<file path="config.mk">
export PLATFORM = sky130hd
export DESIGN_NAME = erase_irq_suspend
export DESIGN_NICKNAME = d
export VERILOG_FILES = /design/src/rtl/esi_pkg.sv /design/src/rtl/esi_timer.sv /design/src/rtl/esi_budget.sv /design/src/rtl/esi_fsm.sv /design/src/rtl/erase_irq_suspend.sv
export SDC_FILE = /design/constraint.sdc
export NUM_CORES = 1
export LEC_CHECK = 0
export ABC_AREA = 1
export BUFFER_PORTS_ARGS = -buffer_cell sky130_fd_sc_hd__buf_2
export CELL_PAD_IN_SITES_DETAIL_PLACEMENT = 0
export CELL_PAD_IN_SITES_GLOBAL_PLACEMENT = 2
export CORE_MARGIN = 1.5
export CORE_UTILIZATION = 31
export DETAILED_ROUTE_END_ITERATION = 16
export MAX_ROUTING_LAYER = met4
export PLACE_DENSITY_LB_ADDON = 0.1
export REMOVE_ABC_BUFFERS = 1
export SYNTH_ARGS = -nofsm -noshare
export SYNTH_HDL_FRONTEND = slang
export SYNTH_SLANG_ARGS = --single-unit
</file>
<file path="constraint.sdc">
create_clock -name clk -period 3.9 [get_ports clk]
set_input_delay 0.195 -clock clk [delete_from_list [all_inputs] [get_ports clk]]
set_output_delay 0.195 -clock clk [all_outputs]
set_load 0.05 [all_outputs]
</file>
<file path="src/rtl/esi_pkg.sv">
package esi_pkg;

  typedef enum logic [1:0] {
    ST_RUN    = 2'd0,
    ST_POLL   = 2'd1,
    ST_SETTLE = 2'd2,
    ST_READ   = 2'd3
  } esi_state_e;

  localparam logic [7:0] CMD_SUSPEND    = 8'hB0;
  localparam logic [7:0] CMD_READ_ARRAY = 8'hF0;
  localparam logic [7:0] CMD_RESUME     = 8'h30;

  localparam int unsigned STAT_READY_POS = 7;
  localparam int unsigned STAT_BUSY_POS  = 6;

endpackage

</file>
<file path="src/rtl/esi_timer.sv">
module esi_timer #(
  parameter int unsigned LIMIT = 8
) (
  input  logic clk,
  input  logic rst_n,
  input  logic clr,
  input  logic en,
  output logic hit
);
  localparam int unsigned W = (LIMIT > 1) ? $clog2(LIMIT) : 1;
  localparam logic [W-1:0] LAST = W'(LIMIT - 1);

  logic [W-1:0] cnt_q, cnt_d;
  logic         cnt_ce;

  always_comb begin
    cnt_ce = clr | en;
    cnt_d  = clr ? '0 : cnt_q + 1'b1;
  end

  always_ff @(posedge clk or negedge rst_n) begin
    if (!rst_n)       cnt_q <= '0;
    else if (cnt_ce)  cnt_q <= cnt_d;
  end

  assign hit = en & (cnt_q == LAST);
endmodule

</file>
<file path="src/rtl/esi_budget.sv">
module esi_budget #(
  parameter int unsigned BW = 16
) (
  input  logic          clk,
  input  logic          rst_n,
  input  logic          load,
  input  logic [BW-1:0] load_val,
  input  logic          run,
  output logic [BW-1:0] left
);
  logic [BW-1:0] left_q, left_d;
  logic          left_ce;

  always_comb begin
    left_ce = load | (run & (left_q != '0));
    left_d  = load ? load_val : left_q - 1'b1;
  end

  always_ff @(posedge clk or negedge rst_n) begin
    if (!rst_n)        left_q <= '0;
    else if (left_ce)  left_q <= left_d;
  end

  assign left = left_q;
endmodule

</file>
<file path="src/rtl/esi_fsm.sv">
module esi_fsm
  import esi_pkg::*;
(
  input  logic       clk,
  input  logic       rst_n,
  input  logic       erase_active,
  input  logic       irq_pending,
  input  logic       suspend_ok,
  input  logic       other_suspended,
  input  logic       host_release,
  input  logic       stat_ready,
  input  logic       stat_busy,
  input  logic       poll_hit,
  input  logic       settle_hit,
  input  logic       clear_seen,
  output esi_state_e state,
  output logic       cmd_valid,
  output logic [7:0] cmd_code,
  output logic       addr_capture,
  output logic       fin_pulse,
  output logic       abort_pulse,
  output logic       seen
);
  esi_state_e state_q, state_d;
  logic       cmd_valid_d;
  logic [7:0] cmd_q, cmd_d;
  logic       fin_q, fin_d, abort_q, abort_d;
  logic       seen_q, seen_d;
  logic       trigger;

  assign trigger = erase_active & irq_pending & suspend_ok & ~other_suspended;

  always_comb begin
    state_d      = state_q;
    cmd_valid_d  = 1'b0;
    cmd_d        = cmd_q;
    fin_d        = 1'b0;
    abort_d      = 1'b0;
    seen_d       = clear_seen ? 1'b0 : seen_q;
    addr_capture = 1'b0;
    unique case (state_q)
      ST_RUN: begin
        if (trigger) begin
          state_d      = ST_POLL;
          cmd_valid_d  = 1'b1;
          cmd_d        = CMD_SUSPEND;
          addr_capture = 1'b1;
        end
      end
      ST_POLL: begin
        if (stat_ready) begin
          if (!stat_busy) begin
            state_d = ST_RUN;
            fin_d   = 1'b1;
          end else begin
            state_d     = ST_SETTLE;
            cmd_valid_d = 1'b1;
            cmd_d       = CMD_READ_ARRAY;
            seen_d      = 1'b1;
          end
        end else if (poll_hit) begin
          state_d = ST_RUN;
          abort_d = 1'b1;
        end
      end
      ST_SETTLE: begin
        if (settle_hit) state_d = ST_READ;
      end
      ST_READ: begin
        if (host_release) begin
          state_d     = ST_RUN;
          cmd_valid_d = 1'b1;
          cmd_d       = CMD_RESUME;
        end
      end
      default: state_d = ST_RUN;
    endcase
  end

  always_ff @(posedge clk or negedge rst_n) begin
    if (!rst_n) begin
      state_q   <= ST_RUN;
      cmd_valid <= 1'b0;
      fin_q     <= 1'b0;
      abort_q   <= 1'b0;
      seen_q    <= 1'b0;
    end else begin
      state_q   <= state_d;
      cmd_valid <= cmd_valid_d;
      fin_q     <= fin_d;
      abort_q   <= abort_d;
      seen_q    <= seen_d;
    end
  end

  always_ff @(posedge clk or negedge rst_n) begin
    if (!rst_n)            cmd_q <= '0;
    else if (cmd_valid_d)  cmd_q <= cmd_d;
  end

  assign state       = state_q;
  assign cmd_code    = cmd_q;
  assign fin_pulse   = fin_q;
  assign abort_pulse = abort_q;
  assign seen        = seen_q;
endmodule

</file>
<file path="src/rtl/erase_irq_suspend.sv">
module erase_irq_suspend
  import esi_pkg::*;
#(
  parameter int unsigned AW         = 24,
  parameter int unsigned DW         = 16,
  parameter int unsigned BW         = 16,
  parameter int unsigned POLL_LIMIT = 12_500_000,
  parameter int unsigned SETTLE     = 8
) (
  input  logic          clk,
  input  logic          rst_n,
  input  logic          erase_start,
  input  logic [BW-1:0] budget_init,
  input  logic          erase_active,
  input  logic [AW-1:0] erase_addr,
  input  logic          irq_pending,
  input  logic          suspend_ok,
  input  logic          other_suspended,
  input  logic          host_release,
  input  logic [DW-1:0] flash_rdata,
  input  logic          engine_done,
  output logic          wr_en,
  output logic [AW-1:0] wr_addr,
  output logic [DW-1:0] wr_data,
  output logic          readable,
  output logic          suspended,
  output logic          suspend_seen,
  output logic          finished_early,
  output logic          suspend_abort,
  output logic [BW-1:0] budget_left,
  output logic          done_out
);
  logic [1:0]    rst_sync_q;
  logic          rst_int_n;
  esi_state_e    state;
  logic          poll_hit, settle_hit;
  logic          addr_capture;
  logic [7:0]    cmd_code;
  logic [AW-1:0] addr_q;
  logic          unused_rdata;

  always_ff @(posedge clk or negedge rst_n) begin
    if (!rst_n) rst_sync_q <= 2'b00;
    else        rst_sync_q <= {rst_sync_q[0], 1'b1};
  end
  assign rst_int_n = rst_sync_q[1];

  assign unused_rdata = ^(flash_rdata & ~DW'(8'hC0));

  esi_fsm u_fsm (
    .clk             (clk),
    .rst_n           (rst_int_n),
    .erase_active    (erase_active),
    .irq_pending     (irq_pending),
    .suspend_ok      (suspend_ok),
    .other_suspended (other_suspended),
    .host_release    (host_release),
    .stat_ready      (flash_rdata[STAT_READY_POS]),
    .stat_busy       (flash_rdata[STAT_BUSY_POS]),
    .poll_hit        (poll_hit),
    .settle_hit      (settle_hit),
    .clear_seen      (erase_start),
    .state           (state),
    .cmd_valid       (wr_en),
    .cmd_code        (cmd_code),
    .addr_capture    (addr_capture),
    .fin_pulse       (finished_early),
    .abort_pulse     (suspend_abort),
    .seen            (suspend_seen)
  );

  esi_timer #(.LIMIT(POLL_LIMIT)) u_poll_timer (
    .clk   (clk),
    .rst_n (rst_int_n),
    .clr   (state != ST_POLL),
    .en    (state == ST_POLL),
    .hit   (poll_hit)
  );

  esi_timer #(.LIMIT(SETTLE)) u_settle_timer (
    .clk   (clk),
    .rst_n (rst_int_n),
    .clr   (state != ST_SETTLE),
    .en    (state == ST_SETTLE),
    .hit   (settle_hit)
  );

  esi_budget #(.BW(BW)) u_budget (
    .clk      (clk),
    .rst_n    (rst_int_n),
    .load     (erase_start),
    .load_val (budget_init),
    .run      (erase_active & (state == ST_RUN)),
    .left     (budget_left)
  );

  always_ff @(posedge clk or negedge rst_int_n) begin
    if (!rst_int_n)         addr_q <= '0;
    else if (addr_capture)  addr_q <= erase_addr;
  end

  assign wr_addr   = addr_q;
  assign wr_data   = DW'(cmd_code);
  assign readable  = (state == ST_READ);
  assign suspended = (state == ST_SETTLE) | (state == ST_READ);
  assign done_out  = engine_done;
endmodule

</file>
==> results.cfg <==
[run_status]
outcome = complete, no violations

[grt]
use_met1_pct = 20.37
grt.met3_usage_pct = 2.757
grt_pass1_wl_um = 17710
busiest_layer = met2
grt_pass1_vias = 3553
antenna_found_initial = 0
grt_use_met2_pct = 26.71
grt_max_degree = 77
overflow = 0
grtUsageTotal_pct = 16.44

[clock_tree]
clock_sinks = 78
cts-htree-levels = 3
ctsResizeCount = 0
clkTransAtPathRegs_ns = 0.06
worstSkewPairLatency_ns = 0.34
cts_tree = yes
clockBufferDepth = 2
root_buffer = clkbuf_16
cts-buffers-inserted = 9

[die]
die_h_um = 120.0
die_w_um = 120.0
rows = 42
ios = 128
fp.dieArea_um2 = 14410
initial_core_util_pct = 31.94
coreArea_um2 = 13300

[route]
ant_nets = 0
drc_errors = 0
drt_wl_total_um = 11000
drt_iter0_drc = 110
dr_total_vias = 3556
drt_pass1_iterations = 4
viasPerCell = 4.417
wl_per_cell_um = 13.66

[place]
portBuffers = 99
gp_congestion = 0.8263
dp.cells = 788
hpwl_um = 7991

[sta]
tightest_slew_ns = 1.039
fin_tns_setup_ns = 0
finalMaxSlewViolations = 0
finalHoldViolCount = 0
setup-violations-final = 0
fmax_mhz = 495.8
period_needed_ns = 2.017
fin_worst_skew_ns = 0.005651
fin_crit_sh_pct = 51.71
rsz0062_at_grt = false
max_slew_margin_pct = 30.71

[yosys]
netlist_area_um2 = 4247
post_synth.cell_area_avg_um2 = 8.073
yosysUniqueCellTypes = 31
ys_ff_latch = 78
yosys_warnings = 0
synthesis.instances = 526
yosysSeqAreaShare_pct = 45.96

[layout]
final_common_cell = nand2_1
finalNonFillerCells = 805
layout.cells.most_common_list = nand2_1, buf_2, nor2_1
drive_gt1_share_pct = 23.37
n_antenna_cell = 0
areaGrowthSynthToFinish_pct = 21.21
fin_nets = 694

[power_and_ir_drop]
cellPowerDensity_nw_per_um2 = 740.0
total_leakage_power_nw = 2.663
vdd_ir_drop_max_uv = 553.1

[worst_setup_path]
critical_path_class = reg -> reg
arrival_ns = 2.21
required_ns = 4.10
startpoint_type = register
critPathMaxFanout = 14
cp-end-kind = register

[hold_path]
hold_class = in -> reg

[job]
cap_violations = 0
[power by group]
| part | internal (mW) | leakage (nW) | switching, mW |
|---|---|---|---|
| clock | 0.562 | 0.146 | 0.347 |
| sequential | 1.03 | 0.996 | 0.197 |
| combinational | 0.467 | 1.52 | 1.20 |
| total | 2.06 | 2.66 | 1.75 |
[through the flow]
step           hold WS, ns  power, mW  instance area [um2]  worst slack (ns)  util (%)
6_report           0.02259      3.809                 5147             1.883     38.72
5_1_grt            0.02377      4.045                 5147             1.680     38.72
4_1_cts           0.004936      3.859                 5147             1.883     38.72
3_5_place_dp      -0.01722      2.924                 4821             1.898     36.26
3_3_place_gp      -0.02003      2.912                 4821             1.889     36.26
2_1_floorplan      -0.1006      2.499                 4086             1.508         -
[cell families (layout without fill, tap and decap cells)]
kind of cell               count (synthesis)  after routing  share of synthesized area [%]
AOI/OAI and AO/OA                         28             28                          3.359
muxes                                     24             24                          8.132
buffers and inverters                     82            174                          9.693
xor gates and xnor gates                  10             10                          2.063
DFF                                       78             78                          45.96
adders and majority gates                  5              5                          1.473
and+or+nand+nor                          297            297                          29.14
other                                      2             13                         0.1768
[path summary, 6_finish.rpt]
check / startpoint / end / slack, ns / cells after the start
max in group asynchronous: rst_sync_q[1]$_DFF_PN0_ / u_budget.left[15]$_DFFE_PN0P_ / 2.71 / 0
min reg2reg: rst_sync_q[0]$_DFF_PN0_ / rst_sync_q[1]$_DFF_PN0_ / 0.36 / 0
max: u_budget.left[7]$_DFFE_PN0P_ / u_budget.left[3]$_DFFE_PN0P_ / 1.88 / 8
max reg2reg: u_budget.left[7]$_DFFE_PN0P_ / u_budget.left[3]$_DFFE_PN0P_ / 1.88 / 8
min: flash_rdata[6] / u_fsm.fin_pulse$_DFF_PN0_ / 0.02 / 2
min in group asynchronous: rst_n / rst_sync_q[1]$_DFF_PN0_ / 0.18 / 2
[flip-flops by register name, summed over array words and instances, names as in the netlist]
signal,count
u_budget.left,16
u_fsm.abort_pulse,1
u_fsm.cmd_valid,1
u_fsm.fin_pulse,1
wr_addr,24
u_poll_timer.cnt_q,24
u_settle_timer.cnt_q,3
u_fsm.state,2
u_fsm.seen,1
rst_sync_q,2
u_fsm.cmd_code,3
[cell usage after synthesis, drive strengths merged]
| cell | n | area (um2) |
|---|---|---|
| xnor2 | 2 | 17.52 |
| or2 | 4 | 25.03 |
| nand3 | 50 | 250.2 |
| dfrtp | 78 | 1952 |
| nand2 | 135 | 509.2 |
| conb | 2 | 7.510 |
| buf | 22 | 180.2 |
| o21ai | 16 | 80.07 |
| nor2 | 88 | 337.8 |
| inv | 56 | 210.2 |
| nand4 | 7 | 43.79 |
| and3 | 1 | 6.260 |
| nor3 | 10 | 50.05 |
| a21oi | 11 | 55.05 |
| a21boi | 1 | 7.510 |
| xor2 | 8 | 70.07 |
| mux2 | 24 | 345.3 |
| clkbuf | 3 | 11.26 |
| dlygate4sd3 | 1 | 10.01 |
| nor3b | 1 | 7.510 |
| ha | 5 | 62.56 |
| nand3b | 1 | 7.510 |
[what timing repair did]
action | in CTS | in global routing
hold endpoints to repair | 2 | 0
hold buffers | 1 | 0
setup buffers | 0 | 0
[layer usage]
layer | vias up | part of all wire [%] | wire, um
met3 | 13 | 3.4 | 374
met2 | 75 | 48 | 5276
met5 | - | 0 | 0
met4 | 0 | 1.7 | 188
met1 | 1643 | 47 | 5156
li1 | 1825 | - | -
[critical path: stages, from the launching register on]
cell and delay (ns):
dfrtp_1 0.44, nor2_2 0.21, nand2_1 0.12, nor2_1 0.14
nand2_1 0.09, nand2_2 0.25, nand2_1 0.37, nor2_1 0.21
a21oi_1 0.06
[area by class of cell]
class / count / area [um2]
Clock buffer: 11 / 232.7
Fill cell: 1436 / 8148
Multi-Input combinational cell: 377 / 1924
Tap cell: 176 / 220.2
Sequential cell: 78 / 1956
Inverter: 56 / 210.2
Timing Repair Buffer: 102 / 520.5
Clock inverter: 5 / 83.83
Note: power is estimated with default switching activity, not from simulation.
